--- src/rtl/rxfc_pkg.sv ---
package rxfc_pkg;
  typedef enum logic [1:0] {
    ST_IDLE,
    ST_REQ_ON,
    ST_PAUSED,
    ST_REQ_OFF
  } fc_state_e;

  localparam int unsigned MIN_SIZE_CODE = 15;  // 4 KB
  localparam int unsigned THR_BIAS      = 2;
  localparam int unsigned THR_STEP_LG   = 9;   // 512 B steps
  localparam int unsigned SIZE_UNIT_LG  = 8;   // 256 B units
endpackage

--- src/rtl/rxfc_thresh.sv ---
module rxfc_thresh
  import rxfc_pkg::*;
#(
  parameter int unsigned SIZE_W = 10,
  parameter int unsigned THR_W  = 6,
  parameter int unsigned FILL_W = SIZE_W + 9
) (
  input  logic [SIZE_W-1:0] size_code_i,
  input  logic [THR_W-1:0]  thr_code_i,
  output logic [FILL_W-1:0] point_o
);
  localparam int unsigned CALC_W = FILL_W + THR_W + THR_STEP_LG;

  logic [CALC_W-1:0] full_b, off_b;

  always_comb begin
    full_b  = (CALC_W'(size_code_i) + CALC_W'(1)) << SIZE_UNIT_LG;
    off_b   = (CALC_W'(thr_code_i) + CALC_W'(THR_BIAS)) << THR_STEP_LG;
    point_o = (off_b >= full_b) ? '0 : FILL_W'(full_b - off_b);
  end
endmodule

--- src/rtl/rxfc_req_fsm.sv ---
module rxfc_req_fsm
  import rxfc_pkg::*;
#(
  parameter int unsigned FILL_W = 19,
  parameter int unsigned PT_W   = 16
) (
  input  logic              clk_i,
  input  logic              rst_ni,
  input  logic [FILL_W-1:0] fill_i,
  input  logic [FILL_W-1:0] act_pt_i,
  input  logic [FILL_W-1:0] deact_pt_i,
  input  logic              gen_en_i,
  input  logic [PT_W-1:0]   pause_time_i,
  input  logic              ack_i,
  output logic              req_o,
  output logic [PT_W-1:0]   time_o,
  output logic              paused_o
);
  fc_state_e state_q, state_d;
  logic [PT_W-1:0] time_q, time_d;

  always_comb begin
    state_d = state_q;
    time_d  = time_q;
    unique case (state_q)
      ST_IDLE: if (gen_en_i && fill_i >= act_pt_i) begin
        state_d = ST_REQ_ON;
        time_d  = pause_time_i;
      end
      ST_REQ_ON:  if (ack_i) state_d = ST_PAUSED;
      ST_PAUSED: begin
        if (!gen_en_i) state_d = ST_IDLE;
        else if (fill_i <= deact_pt_i) begin
          state_d = ST_REQ_OFF;
          time_d  = '0;
        end
      end
      ST_REQ_OFF: if (ack_i) state_d = ST_IDLE;
      default:    state_d = ST_IDLE;
    endcase
  end

  always_ff @(posedge clk_i or negedge rst_ni) begin
    if (!rst_ni) begin
      state_q <= ST_IDLE;
      time_q  <= '0;
    end else begin
      state_q <= state_d;
      time_q  <= time_d;
    end
  end

  assign req_o    = (state_q == ST_REQ_ON) || (state_q == ST_REQ_OFF);
  assign paused_o = (state_q == ST_PAUSED) || (state_q == ST_REQ_OFF);
  assign time_o   = time_q;
endmodule

--- src/rtl/rxfc_quanta_timer.sv ---
module rxfc_quanta_timer #(
  parameter int unsigned PT_W = 16
) (
  input  logic            clk_i,
  input  logic            rst_ni,
  input  logic            load_i,
  input  logic [PT_W-1:0] load_val_i,
  input  logic            tick_i,
  output logic            idle_o
);
  logic [PT_W-1:0] cnt_q;

  always_ff @(posedge clk_i or negedge rst_ni) begin
    if (!rst_ni)                    cnt_q <= '0;
    else if (load_i)                cnt_q <= load_val_i;
    else if (tick_i && cnt_q != '0) cnt_q <= cnt_q - PT_W'(1);
  end

  assign idle_o = (cnt_q == '0);
endmodule

--- src/rtl/rx_pause_ctrl.sv ---
module rx_pause_ctrl
  import rxfc_pkg::*;
#(
  parameter int unsigned SIZE_W = 10,
  parameter int unsigned THR_W  = 6,
  parameter int unsigned PT_W   = 16,
  parameter int unsigned FILL_W = SIZE_W + 9
) (
  input  logic              clk_i,
  input  logic              rst_ni,
  input  logic [FILL_W-1:0] fill_bytes_i,
  input  logic [SIZE_W-1:0] size_code_i,
  input  logic              hw_fc_en_i,
  input  logic              tx_fc_en_i,
  input  logic [THR_W-1:0]  act_code_i,
  input  logic [THR_W-1:0]  deact_code_i,
  input  logic [PT_W-1:0]   pause_time_i,
  output logic              pause_req_o,
  input  logic              pause_ack_i,
  output logic [PT_W-1:0]   pause_time_o,
  output logic              paused_o,
  input  logic              rx_fc_en_i,
  input  logic              rx_pause_valid_i,
  input  logic [PT_W-1:0]   rx_pause_time_i,
  input  logic              quanta_tick_i,
  output logic              tx_allowed_o
);
  localparam int unsigned N_THR = 2;

  logic [THR_W-1:0]  thr_code [N_THR];
  logic [FILL_W-1:0] thr_pt   [N_THR];
  logic              size_ok, gen_en;

  assign thr_code[0] = act_code_i;
  assign thr_code[1] = deact_code_i;

  for (genvar g = 0; g < N_THR; g++) begin : g_thr
    rxfc_thresh #(
      .SIZE_W(SIZE_W), .THR_W(THR_W), .FILL_W(FILL_W)
    ) i_thresh (
      .size_code_i(size_code_i),
      .thr_code_i (thr_code[g]),
      .point_o    (thr_pt[g])
    );
  end

  // Enable ignored below the minimum FIFO size
  assign size_ok = (size_code_i >= SIZE_W'(MIN_SIZE_CODE));
  assign gen_en  = hw_fc_en_i && tx_fc_en_i && size_ok;

  rxfc_req_fsm #(.FILL_W(FILL_W), .PT_W(PT_W)) i_req_fsm (
    .clk_i       (clk_i),
    .rst_ni      (rst_ni),
    .fill_i      (fill_bytes_i),
    .act_pt_i    (thr_pt[0]),
    .deact_pt_i  (thr_pt[1]),
    .gen_en_i    (gen_en),
    .pause_time_i(pause_time_i),
    .ack_i       (pause_ack_i),
    .req_o       (pause_req_o),
    .time_o      (pause_time_o),
    .paused_o    (paused_o)
  );

  rxfc_quanta_timer #(.PT_W(PT_W)) i_timer (
    .clk_i     (clk_i),
    .rst_ni    (rst_ni),
    .load_i    (rx_pause_valid_i && rx_fc_en_i),
    .load_val_i(rx_pause_time_i),
    .tick_i    (quanta_tick_i),
    .idle_o    (tx_allowed_o)
  );
endmodule

--- config.mk ---
export PLATFORM = sky130hd
export DESIGN_NAME = rx_pause_ctrl
export DESIGN_NICKNAME = d
export VERILOG_FILES = /design/src/rtl/rxfc_pkg.sv /design/src/rtl/rxfc_thresh.sv /design/src/rtl/rxfc_req_fsm.sv /design/src/rtl/rxfc_quanta_timer.sv /design/src/rtl/rx_pause_ctrl.sv
export SDC_FILE = /design/constraint.sdc
export NUM_CORES = 1
export LEC_CHECK = 0
export BUFFER_PORTS_ARGS = -buffer_cell sky130_fd_sc_hd__buf_2
export CELL_PAD_IN_SITES_DETAIL_PLACEMENT = 1
export CELL_PAD_IN_SITES_GLOBAL_PLACEMENT = 2
export CORE_MARGIN = 2
export CORE_UTILIZATION = 28
export DETAILED_ROUTE_END_ITERATION = 12
export PLACE_DENSITY = 0.8
export SLEW_MARGIN = 15
export SYNTH_ARGS = -nofsm -noshare
export SYNTH_HDL_FRONTEND = slang
export SYNTH_SLANG_ARGS = --single-unit
export TNS_END_PERCENT = 10
--- constraint.sdc ---
create_clock -name clk_i -period 1.9 [get_ports clk_i]
set_input_delay 0.095 -clock clk_i [delete_from_list [all_inputs] [get_ports clk_i]]
set_output_delay 0.095 -clock clk_i [all_outputs]
set_load 0.05 [all_outputs]
==> results of run 1 <==
## area by class of cell
cell class,count,area share
multi-input combinational,355,0.535
timing repair buffer,219,0.253
sequential,34,0.138
tap,172,0.0349
clock buffer,6,0.0225
inverter,27,0.0165
## worst reg2reg max path, delay by kind of cell (launching register included)
family	cells	cell delay, ns
AND/OR/NAND/NOR	3	1.06
AO/OA/AOI/OAI	1	0.09
flip-flops	1	0.39
buffers and inverters	1	0.16
XOR/XNOR	1	0.17
## layout by cell type (no fill, tap or decap), types with 6 or more instances in the layout
cell type / count
sky130_fd_sc_hd__inv_2: 7
sky130_fd_sc_hd__buf_4: 108
sky130_fd_sc_hd__nand3_1: 8
sky130_fd_sc_hd__nor3_1: 6
sky130_fd_sc_hd__buf_2: 94
sky130_fd_sc_hd__nor2_1: 33
sky130_fd_sc_hd__inv_1: 20
sky130_fd_sc_hd__clkbuf_16: 8
sky130_fd_sc_hd__nand4_1: 8
sky130_fd_sc_hd__a21oi_1: 29
sky130_fd_sc_hd__xor2_1: 8
sky130_fd_sc_hd__o21ai_1: 8
sky130_fd_sc_hd__nand2b_1: 6
sky130_fd_sc_hd__ha_4: 15
sky130_fd_sc_hd__buf_6: 8
sky130_fd_sc_hd__xnor2_1: 29
sky130_fd_sc_hd__nand2_1: 21
sky130_fd_sc_hd__nand2_2: 8
sky130_fd_sc_hd__nor4_1: 7
sky130_fd_sc_hd__a22o_1: 16
sky130_fd_sc_hd__ha_1: 28
sky130_fd_sc_hd__dfrtp_1: 34
## metrics by stage
step            util  hold WS (ns)  area [um2]  worst slack (ns)
2_1_floorplan      -        -0.201        3680             -1.61
3_3_place_gp   0.406         0.197        5100             -2.20
3_5_place_dp   0.406         0.215        5100             -2.42
4_1_cts        0.443        0.0431        5560             -1.58
5_1_grt        0.490        0.0396        6160             -1.82
6_report       0.490        0.0495        6160             -1.64
## Yosys cell counts, types with 2 or more instances
cell                         n  area [um2]
sky130_fd_sc_hd__mux2i_1     2        20.0
sky130_fd_sc_hd__or3_1       7        43.8
sky130_fd_sc_hd__o21ai_0    15        75.1
sky130_fd_sc_hd__nor3_1      8        40.0
sky130_fd_sc_hd__a21oi_1    34         170
sky130_fd_sc_hd__a211oi_1    3        22.5
sky130_fd_sc_hd__a21boi_0    2        15.0
sky130_fd_sc_hd__nand4_1     8        50.1
sky130_fd_sc_hd__inv_1      27         101
sky130_fd_sc_hd__o32ai_1     2        17.5
sky130_fd_sc_hd__a22o_1     16         140
sky130_fd_sc_hd__nor4_2      2        25.0
sky130_fd_sc_hd__nor2b_1     7        43.8
sky130_fd_sc_hd__and2_1      6        37.5
sky130_fd_sc_hd__o22ai_1     2        12.5
sky130_fd_sc_hd__nor4_1      8        50.1
sky130_fd_sc_hd__clkbuf_1    9        33.8
sky130_fd_sc_hd__nor2_1     37         139
sky130_fd_sc_hd__buf_2       4        20.0
sky130_fd_sc_hd__nand2_1    30         113
sky130_fd_sc_hd__nand2b_1    8        50.1
sky130_fd_sc_hd__dfrtp_1    34         851
sky130_fd_sc_hd__nand3_1    13        65.1
sky130_fd_sc_hd__o211ai_1    2        15.0
sky130_fd_sc_hd__xnor2_1    32         280
sky130_fd_sc_hd__a31oi_1     7        43.8
sky130_fd_sc_hd__and3_1      5        31.3
sky130_fd_sc_hd__a2111oi_0   3        26.3
sky130_fd_sc_hd__or2_2       5        31.3
sky130_fd_sc_hd__ha_1       45         563
sky130_fd_sc_hd__xor2_1     12         105
sky130_fd_sc_hd__o41ai_1     2        17.5
sky130_fd_sc_hd__and4_1      3        26.3
sky130_fd_sc_hd__o21a_1      5        37.5
sky130_fd_sc_hd__fa_1        2        40.0
sky130_fd_sc_hd__a21o_1      3        22.5
## timing repair
item	CTS	global route
gates resized for setup	54	88
setup buffers	3	9
endpoints found under the setup margin	34	34
hold buffers	1	0
hold endpoints to repair	34	0
gates cloned	0	3
pin swaps	21	49
## per-layer routing
| layer | part of all wire | wire length (um) | global-route usage | up-vias |
|---|---|---|---|---|
| li1 | - | - | - | 1979 |
| met1 | 0.41 | 5820 | 0.227 | 1977 |
| met2 | 0.54 | 7650 | 0.346 | 98 |
| met3 | 0.038 | 540 | 0.0316 | 13 |
| met4 | 0.0097 | 138 | 0.0346 | 0 |
| met5 | 0 | 0 | 0 | - |
## final timing paths
| path | end | slack [ns] | depth (start not counted) |
|---|---|---|---|
| worst max-delay path | i_req_fsm.time_o[15] | -1.64 | 21 |
| worst min-delay path | i_req_fsm.time_o[3] | 0.05 | 2 |
| worst max register to register | i_timer.cnt_q[15] | -0.09 | 6 |
| worst min register to register | i_req_fsm.time_o[4] | 0.50 | 1 |
| max in group asynchronous | i_req_fsm.time_o[5] | 0.96 | 2 |
| min in group asynchronous | i_req_fsm.time_o[6] | 0.44 | 2 |
## sequential cells by signal, indices dropped and copies added, names as in the netlist
register / count
i_req_fsm.time_o: 16
i_req_fsm.state_q: 2
i_timer.cnt_q: 16
## kinds of logic (layout without fill, tap and decap cells)
group / count (synthesis) / in the layout / share of synthesized area
AO/OA/AOI/OAI: 108 / 108 / 0.207
XOR/XNOR: 46 / 46 / 0.118
multiplexers: 2 / 2 / 0.00556
buffers and inverters: 41 / 252 / 0.0462
AND/OR/NAND/NOR: 152 / 152 / 0.220
adder cells (fa/ha/maj): 47 / 47 / 0.167
flip-flops: 34 / 34 / 0.236
## power groups by stage
| stage | clock network (uW) | registers, uW | logic [uW] |
|---|---|---|---|
| after global placement | 0 | 1100 | 2490 |
| final | 779 | 1120 | 3120 |
| after detailed placement | 0 | 1120 | 2580 |
| after CTS | 798 | 1120 | 2750 |
| after floorplan | 0 | 1680 | 1070 |
| after global routing | 829 | 1150 | 3330 |
==> reports/metrics.yaml, run 1 <==
status: "finished, violations left"
failed_checks: "negative setup slack"
cts_sinks: 34
cp-end-kind: "flip-flop"
groute.usage.overall: 0.187
fin_worst_skew_ns: 0.00568
timing.rr.start: "i_timer.cnt_q[9]"
nets: 770
crit_path_cell_trace: "buf_4 > nand3_4 > xor2_4 > ha_4 > buf_4 > nand2_1 > nor3_2 > a211oi_4 > o41ai_4 > buf_4 > nor2_4 > nand2_2 > ha_4 > nand4_1 > buf_4 > o31ai_4 > a21oi_2 > o21ai_2 > nor3b_4 > clkbuf_16 > a22o_1"
yosysUniqueCellTypes: 56
final-instance-count-excl-fill: 813
drive_above_1_share: 0.518
share_seq_of_total_power: 0.224
setup.worst_path.class: "in -> reg"
period_share: 1.86
placement_rows: 41
layout.area.seq_um2: 851
worstPathBufferInverterCount: 5
vias_per_cell: 5.00
wire_length_of_the_first_global_routing_pass_um: 21300
critical-path-top-cell-by-count: "sky130_fd_sc_hd__buf_4"
critPathLaunch: "size_code_i[2]"
post_syn_instances: 430
ant_nets: 0
setup-violations-final: 24
remaining_global_route_overflow: 0
remaining_drc_errors: 0
hold_class: "in -> reg"
synth-warning-count: 0
timing_worst_slew_pin_value_ns: 0.779
leakage_power_of_the_design_uw: 0.00282
cts_tree: "built"
critical_path.max_stage_delay_ns: 0.34
number_of_buffers_inserted_by_port_buffering: 99
root_buffer: "sky130_fd_sc_hd__clkbuf_16"
die_height_um: 117
relSlewSlack: 0.480
fmax_ghz: 0.283
first_global_vias: 4356
p_switching_uw: 2220
synth.ff_latch_count: 34
num_io_pins: 100
final.setup.tns_ns: -27.64
power.density_cell_area_nw_per_um2: 815
fp.dieW_um: 117
cellInternalPower_uw: 2800
postRouteWirelength_um: 14200
clock_power_share: 0.155
postSynthNetCount: 558
footprint_of_the_multi_input_gates_um2: 3300
post-route-worst-setup-slack_ns: -1.64
crit_path_start_kind: "input pin"
dr.pass1.iters: 4
fin_total_pwr_uw: 5020
shortest_period_the_worst_path_allows_ns: 3.54
initial_utilization: 0.287
hp-start: "pause_time_i[3]"
numPlacedInstances: 793
routed-via-count: 4067
slew_viol_final: 0
critPathArrivalTime_ns: 3.74
report.final.hold_viol_count: 0
ys.flop_type: "sky130_fd_sc_hd__dfrtp_1"
comb_power_share: 0.621
area_growth_pct: 70.9
grt_antenna_before_repair: 0
timing.max_cap.violations: 0
worst-endpoint-required_ns: 2.11
post_synthesis_instance_area_um2: 3600
critical_path.top_delay_family: "simple AND/OR/NAND/NOR gates"
routed_wire_length_per_instance_um: 17.4
first_iter_violations: 108
power_switching_share: 0.442
tritoncts.num_buffers: 5
synth_edf_count: 0
placeableCoreArea_um2: 12600
clk_transition_reported_paths_ns: 0.05
rsz0062_at_grt: "yes"
die_outline_area_um2: 13800
cp_max_fo: 8
slowest_library_cell_on_the_worst_path: "sky130_fd_sc_hd__nor3b_4"
clock_latency_ns: 0.27
gp_congestion: 0.873
avgSynthCellArea_um2: 8.38
cts-root-to-sink-buffers: 2
power.ir.vdd_worst_mv: 0.369
final.fill_count: 1489
diode_insertion_count_for_antenna_repair: 0
postSynth.asyncResetShare: 1.00
share_of_synthesized_area_occupied_by_flip_flops_and_latches: 0.236
dpl.hpwl_um: 10700
grt_max_degree: 35
h-tree-depth: 2
Power figures use the tool's default switching activity.
==> inputs of run 2 (changes only) <==
--- a/config.mk
+++ b/config.mk
@@ -5,12 +5,12 @@
 export SDC_FILE = /design/constraint.sdc
 export NUM_CORES = 1
 export LEC_CHECK = 0
-export BUFFER_PORTS_ARGS = -buffer_cell sky130_fd_sc_hd__buf_2
 export CELL_PAD_IN_SITES_DETAIL_PLACEMENT = 1
 export CELL_PAD_IN_SITES_GLOBAL_PLACEMENT = 2
 export CORE_MARGIN = 2
-export CORE_UTILIZATION = 28
+export CORE_UTILIZATION = 34
 export DETAILED_ROUTE_END_ITERATION = 12
+export DONT_BUFFER_PORTS = 1
 export PLACE_DENSITY = 0.8
 export SLEW_MARGIN = 15
 export SYNTH_ARGS = -nofsm -noshare
==> run 2 against run 1 <==
Net effect:
- the flow finishes with violations (negative hold slack, negative setup slack)
- total power decreased by 3.0%
- combinational power decreased by 27%
- via count decreased by 3.4%
- largest power group unchanged
- flip-flop and latch count unchanged
- global-route usage increased by 4.9 points
- critical path type unchanged
- first-iteration DRC count increased by 61%
- setup slack got worse by 0.018 ns
- worst hold slack got worse by 0.053 ns
==> reports/metrics.yaml, run 2 (synthesis results as in run 1) <==
routed_wire_length_per_instance_um: 20.8  # was 17.4 um
post-route-worst-setup-slack_ns: -1.66  # was -1.64 ns
cp-end-kind: "flip-flop"  # unchanged
leakage_power_of_the_design_uw: 0.00244  # was 0.00282 uW
remaining_global_route_overflow: 0  # unchanged
fin_worst_skew_ns: 0.0151  # was 0.00568 ns
remaining_drc_errors: 0  # unchanged
worst-endpoint-required_ns: 2.14  # was 2.11 ns
pre_cts_ws_ns: -2.46  # was -2.42 ns
placement_rows: 37  # was 41
met2_wirelength_um: 8010  # was 7650 um
layout.cells.most_common: "sky130_fd_sc_hd__buf_4"  # unchanged
m1WireLength_um: 5610  # was 5820 um
ant_nets: 0  # unchanged
dr.pass1.iters: 4  # unchanged
timing.max_cap.violations: 0  # unchanged
postRouteWirelength_um: 14700  # was 14200 um
failed_checks: "negative hold slack, negative setup slack"  # was negative setup slack
clk_transition_reported_paths_ns: 0.09  # was 0.05 ns
final.setup.tns_ns: -28.76  # was -27.64 ns
drive_above_1_share: 0.364  # was 0.518
final.fill_count: 1165  # was 1489
cts_sinks: 34  # unchanged
power.ir.vdd_worst_mv: 0.390  # was 0.369 mV
cts-root-to-sink-buffers: 2  # unchanged
die_height_um: 107  # was 117 um
report.final.hold_viol_count: 1  # was 0
hold_class: "in -> reg"  # unchanged
maxUsedRoutingLayer: "met4"  # unchanged
rsz0062_at_grt: "yes"  # unchanged
cts_tree: "built"  # unchanged
nets: 698  # was 770
cp_max_fo: 8  # unchanged
wire_length_of_the_first_global_routing_pass_um: 21100  # was 21300 um
routed-via-count: 3929  # was 4067
grt_antenna_before_repair: 0  # unchanged
initial_utilization: 0.349  # was 0.287
place_area_um2: 4540  # was 5100 um2
tritoncts.num_buffers: 5  # unchanged
die_outline_area_um2: 11400  # was 13800 um2
status: "finished, violations left"  # unchanged
vias_per_cell: 5.56  # was 5.00
power.density_cell_area_nw_per_um2: 865  # was 815 nW/um2
grt_max_degree: 35  # unchanged
number_of_buffers_inserted_by_port_buffering: 0  # was 99
critPathArrivalTime_ns: 3.80  # was 3.74 ns
num_io_pins: 100  # unchanged
first_global_vias: 4174  # was 4356
commonest_cells_after_routing_fill_and_taps_aside: "sky130_fd_sc_hd__buf_4 (109), sky130_fd_sc_hd__dfrtp_1 (34), sky130_fd_sc_hd__nor2_1 (33)"  # was sky130_fd_sc_hd__buf_4 (108), sky130_fd_sc_hd__buf_2 (94), sky130_fd_sc_hd__dfrtp_1 (34)
first_iter_violations: 174  # was 108
placeableCoreArea_um2: 10300  # was 12600 um2
shortest_period_the_worst_path_allows_ns: 3.56  # was 3.54 ns
gp_congestion: 0.834  # was 0.873
diode_insertion_count_for_antenna_repair: 0  # unchanged
timing_worst_slew_pin_value_ns: 0.625  # was 0.779 ns
clock_latency_ns: 0.30  # was 0.27 ns
h-tree-depth: 2  # unchanged
slew_viol_final: 0  # unchanged
crit_path_start_kind: "input pin"  # unchanged
relSlewSlack: 0.583  # was 0.480
area_growth_pct: 56.2  # was 70.9%
period_share: 1.87  # was 1.86
root_buffer: "sky130_fd_sc_hd__clkbuf_8"  # was sky130_fd_sc_hd__clkbuf_16
dpl.hpwl_um: 10200  # was 10700 um
wl_met3_um: 585  # was 540 um
fmax_ghz: 0.281  # was 0.283 GHz
fp.dieW_um: 107  # was 117 um
holdWs_ns: -0.00353  # was 0.0495 ns
setup.worst_path.class: "in -> reg"  # unchanged
groute.usage.overall: 0.235  # was 0.187
layout.cell_area.non_filler_um2: 5630  # was 6160 um2
setup-violations-final: 31  # was 24
==> run 2: cell count changes in the layout (fill, tap and decap cells not counted), sizes merged <==
| cell | before | now |
|---|---|---|
| clkinv | 0 | 1 |
| clkbuf | 9 | 7 |
| buf | 215 | 115 |
| bufinv | 0 | 2 |
| dlygate4sd3 | 1 | 30 |
==> run 2: final cells by class <==
type | count | area [um2] | area share
flip-flops and latches | 34 | 851 | 0.151
multi-input cells | 355 | 3100 | 0.550
well taps | 136 | 170 | 0.0302
repair buffers | 147 | 1270 | 0.226
clock buffers | 5 | 68.8 | 0.0122
clock inverters | 3 | 68.8 | 0.0122
inverters | 27 | 101 | 0.0180
==> run 2: through the flow <==
stage,instances,utilization,total power (uW)
detailed placement,653,0.439,3450
global route,707,0.545,5120
global placement,653,0.439,3350
floorplan,430,-,2750
finish,707,0.545,4870
CTS,698,0.505,4500
==> run 2: worst max-delay path, cell delays in order <==
cell                        delay (ns)
sky130_fd_sc_hd__ha_4             0.16
sky130_fd_sc_hd__xor2_4           0.19
sky130_fd_sc_hd__buf_6            0.12
sky130_fd_sc_hd__xnor3_2          0.39
sky130_fd_sc_hd__or3_4            0.37
sky130_fd_sc_hd__o211ai_1         0.31
sky130_fd_sc_hd__xnor2_1          0.20
sky130_fd_sc_hd__nand2_1          0.14
sky130_fd_sc_hd__ha_4             0.30
sky130_fd_sc_hd__nand4_1          0.15
sky130_fd_sc_hd__buf_4            0.19
sky130_fd_sc_hd__o31ai_4          0.24
sky130_fd_sc_hd__a21oi_2          0.08
sky130_fd_sc_hd__o21ai_2          0.09
sky130_fd_sc_hd__nor3b_4          0.40
sky130_fd_sc_hd__clkbuf_16        0.23
sky130_fd_sc_hd__a22o_1           0.14
==> run 2: where the power goes <==
| part | total, uW | internal (uW) | switching, uW |
|---|---|---|---|
| Clock | 850 | 527 | 324 |
| Sequential | 1750 | 943 | 807 |
| Combinational | 2270 | 1190 | 1080 |
| Total | 4870 | 2660 | 2210 |
==> run 2: path summary, 6_finish.rpt <==
check	slack [ns]	cells after the start	start	to
worst max-delay path	-1.66	17	act_code_i[1]	i_req_fsm.time_o[4]
worst min-delay path	-0.004	2	rx_pause_time_i[7]	i_timer.cnt_q[7]
worst max register to register	-0.14	7	i_timer.cnt_q[4]	i_timer.cnt_q[15]
worst min register to register	0.60	2	i_timer.cnt_q[15]	i_timer.cnt_q[15]
max in group asynchronous	1.47	2	rst_ni	i_timer.cnt_q[2]
min in group asynchronous	0.24	2	rst_ni	i_req_fsm.time_o[6]
==> run 2: metal layers <==
layer,track usage,up-vias
met2,0.440,126
met1,0.269,1936
met5,0,-
li1,-,1828
met3,0.0407,39
met4,0.0788,0
==> run 2: repair_timing <==
action,CTS,global route
cloned,0,2
endpoints found under the setup margin,34,34
hold endpoints to repair,63,0
hold buffers,31,0
resized for setup,29,58
buffers inserted,6,8
pin swaps,17,31
==> inputs of run 3 (changes only) <==
--- a/config.mk
+++ b/config.mk
@@ -9,6 +9,7 @@
 export CELL_PAD_IN_SITES_GLOBAL_PLACEMENT = 2
 export CORE_MARGIN = 2
 export CORE_UTILIZATION = 34
+export CTS_BUF_LIST = sky130_fd_sc_hd__clkbuf_16
 export DETAILED_ROUTE_END_ITERATION = 12
 export DONT_BUFFER_PORTS = 1
 export PLACE_DENSITY = 0.8
==> run 3 against run 2 <==
Net effect:
- the run still ends with negative hold slack, negative setup slack left
- die area unchanged
- utilization up 2.8 points
- setup slack better by 0.030 ns
- fmax up 0.86%
- clock power up 29%
- register-to-register slack worse by 0.07 ns
- global-route usage down 0.099 points
- critical path depth up 4
- clock skew down 0.0056 ns
- critical endpoint is now i_req_fsm.time_o[7]
- highest routed layer unchanged
==> reports/metrics.yaml, run 3 (synthesis results as in run 1) <==
status: "finished, violations left"  # unchanged
failed_checks: "negative hold slack, negative setup slack"  # unchanged
grt_max_degree: 35  # unchanged
fin_worst_skew_ns: 0.00945  # was 0.0151 ns
initial_utilization: 0.349  # unchanged
leakage_power_of_the_design_uw: 0.00253  # was 0.00244 uW
nets: 698  # unchanged
placement_rows: 37  # unchanged
power.density_cell_area_nw_per_um2: 902  # was 865 nW/um2
critical_path.max_stage_delay_ns: 0.29  # was 0.40 ns
timing.max_cap.violations: 0  # unchanged
routed-via-count: 4034  # was 3929
commonest_cells_after_routing_fill_and_taps_aside: "sky130_fd_sc_hd__buf_4 (107), sky130_fd_sc_hd__dfrtp_1 (34), sky130_fd_sc_hd__nor2_1 (33)"  # was sky130_fd_sc_hd__buf_4 (109), sky130_fd_sc_hd__dfrtp_1 (34), sky130_fd_sc_hd__nor2_1 (33)
power.ir.vdd_worst_mv: 0.486  # was 0.390 mV
clk_transition_reported_paths_ns: 0.06  # was 0.09 ns
gp_congestion: 0.834  # unchanged
diode_insertion_count_for_antenna_repair: 0  # unchanged
vias_per_cell: 5.71  # was 5.56
postRouteWirelength_um: 16100  # was 14700 um
groute.usage.overall: 0.234  # was 0.235
numPlacedInstances: 653  # unchanged
hold_class: "in -> reg"  # unchanged
layout.cells.most_common: "sky130_fd_sc_hd__buf_4"  # unchanged
timing_worst_slew_pin_value_ns: 0.639  # was 0.625 ns
final-instance-count-excl-fill: 707  # unchanged
die_outline_area_um2: 11400  # unchanged
remaining_drc_errors: 0  # unchanged
period_share: 1.86  # was 1.87
worstPathBufferInverterCount: 4  # was 3
rsz0062_at_grt: "yes"  # unchanged
remaining_global_route_overflow: 0  # unchanged
die_height_um: 107  # unchanged
slew_viol_final: 0  # unchanged
ant_nets: 0  # unchanged
cts_sinks: 34  # unchanged
setup-violations-final: 33  # was 31
crit_path_start_kind: "input pin"  # unchanged
grt_antenna_before_repair: 0  # unchanged
wire_length_of_the_first_global_routing_pass_um: 21100  # about the same
cts-root-to-sink-buffers: 2  # unchanged
slowest_library_cell_on_the_worst_path: "sky130_fd_sc_hd__ha_4"  # was sky130_fd_sc_hd__nor3b_4
dr.pass1.iters: 4  # unchanged
cts_tree: "built"  # unchanged
shortest_period_the_worst_path_allows_ns: 3.53  # was 3.56 ns
h-tree-depth: 2  # unchanged
fin_total_pwr_uw: 5340  # was 4870 uW
fp.dieW_um: 107  # unchanged
pre_cts_ws_ns: -2.46  # unchanged
drive_above_1_share: 0.415  # was 0.364
fmax_ghz: 0.284  # was 0.281 GHz
post-route-worst-setup-slack_ns: -1.63  # was -1.66 ns
dpl.hpwl_um: 10200  # unchanged
root_buffer: "sky130_fd_sc_hd__clkbuf_16"  # was sky130_fd_sc_hd__clkbuf_8
num_io_pins: 100  # unchanged
first_global_vias: 4180  # was 4174
critPathArrivalTime_ns: 3.69  # was 3.80 ns
cp_max_fo: 8  # unchanged
setup.worst_path.class: "in -> reg"  # unchanged
report.final.hold_viol_count: 1  # unchanged
number_of_buffers_inserted_by_port_buffering: 0  # unchanged
worst-endpoint-required_ns: 2.06  # was 2.14 ns
holdWs_ns: -0.0124  # was -0.00353 ns
clock_latency_ns: 0.28  # was 0.30 ns
first_iter_violations: 185  # was 174
cp-end-kind: "flip-flop"  # unchanged
routed_wire_length_per_instance_um: 22.7  # was 20.8 um
area_growth_pct: 64.3  # was 56.2%
placeableCoreArea_um2: 10300  # unchanged
crit_path_cell_trace: "ha_4 > buf_6 > and3_4 > a21o_1 > nand2_2 > ha_4 > o21ai_0 > a21oi_2 > o22ai_2 > or2_4 > buf_6 > buf_4 > nor2b_1 > ha_1 > nand2_1 > nor3_1 > a21oi_1 > a21oi_2 > o21ai_4 > buf_12 > a22o_1"  # was ha_4 > xor2_4 > buf_6 > xnor3_2 > or3_4 > o211ai_1 > xnor2_1 > nand2_1 > ha_4 > nand4_1 > buf_4 > o31ai_4 > a21oi_2 > o21ai_2 > nor3b_4 > clkbuf_16 > a22o_1
critical_path.top_delay_family: "compound AO/OA/AOI/OAI gates"  # was simple AND/OR/NAND/NOR gates
relSlewSlack: 0.573  # was 0.583
tritoncts.num_buffers: 5  # unchanged
## run 3: cell types whose count changed in the layout (fill, tap and decap cells not counted), moves of 3 or more
cell,delta
sky130_fd_sc_hd__nand3_2,+3
sky130_fd_sc_hd__clkbuf_16,+6
sky130_fd_sc_hd__clkbuf_8,-5
sky130_fd_sc_hd__dlygate4sd3_1,-4
sky130_fd_sc_hd__ha_1,-5
sky130_fd_sc_hd__ha_4,+5
sky130_fd_sc_hd__nand3_1,-3
sky130_fd_sc_hd__buf_6,+5
sky130_fd_sc_hd__nand2_2,+3
sky130_fd_sc_hd__nand2_1,-5
## run 3: worst paths after layout
path | slack (ns) | cells after the start | to | start
max | -1.63 | 21 | i_req_fsm.time_o[7] | size_code_i[1]
min | -0.01 | 2 | i_timer.cnt_q[4] | rx_pause_time_i[4]
max reg2reg | -0.21 | 6 | i_timer.cnt_q[15] | i_timer.cnt_q[4]
min reg2reg | 0.61 | 2 | i_timer.cnt_q[15] | i_timer.cnt_q[15]
max in group asynchronous | 1.40 | 2 | i_timer.cnt_q[0] | rst_ni
min in group asynchronous | 0.30 | 2 | i_req_fsm.time_o[7] | rst_ni
## run 3: cell type report
cell class,count,area (um2)
fillers,1119,4400
multi-input cells,355,3300
repair buffers,147,1300
flip-flops and latches,34,851
well taps,136,170
clock buffers,5,125
inverters,27,104
clock inverters,3,68.8
## run 3: metal layers
layer	GRT usage	routed length [um]	vias up	part of all wire
met5	0	0	-	0
met4	0.0761	430	0	0.027
met3	0.0444	646	39	0.040
met2	0.447	8880	125	0.55
met1	0.259	6100	2040	0.38
li1	-	-	1830	-
## run 3: timing repair
item / CTS / global route
pin swaps: 20 / 60
gates cloned: 0 / 3
resized for setup: 37 / 88
hold endpoints to repair: 59 / 0
endpoints found under the setup margin: 34 / 34
hold buffers: 27 / 0
buffers inserted: 6 / 12
## run 3: report_power, final
group | switching, uW | total [uW] | leakage [uW] | internal, uW
Clock | 344 | 1100 | 0.0000940 | 755
Combinational | 1200 | 2480 | 0.00202 | 1280
Sequential | 820 | 1760 | 0.000409 | 944
## run 3: through the flow
stage               utilization  hold WS [ns]  area, um2  setup TNS, ns
finish                    0.573       -0.0124       5920         -28.91
global route              0.573      -0.00230       5920         -32.57
CTS                       0.510      0.000136       5260         -27.18
detailed placement        0.439        -0.200       4540         -43.39
global placement          0.439        -0.200       4540         -42.11
floorplan                     -        -0.201       3680         -26.36
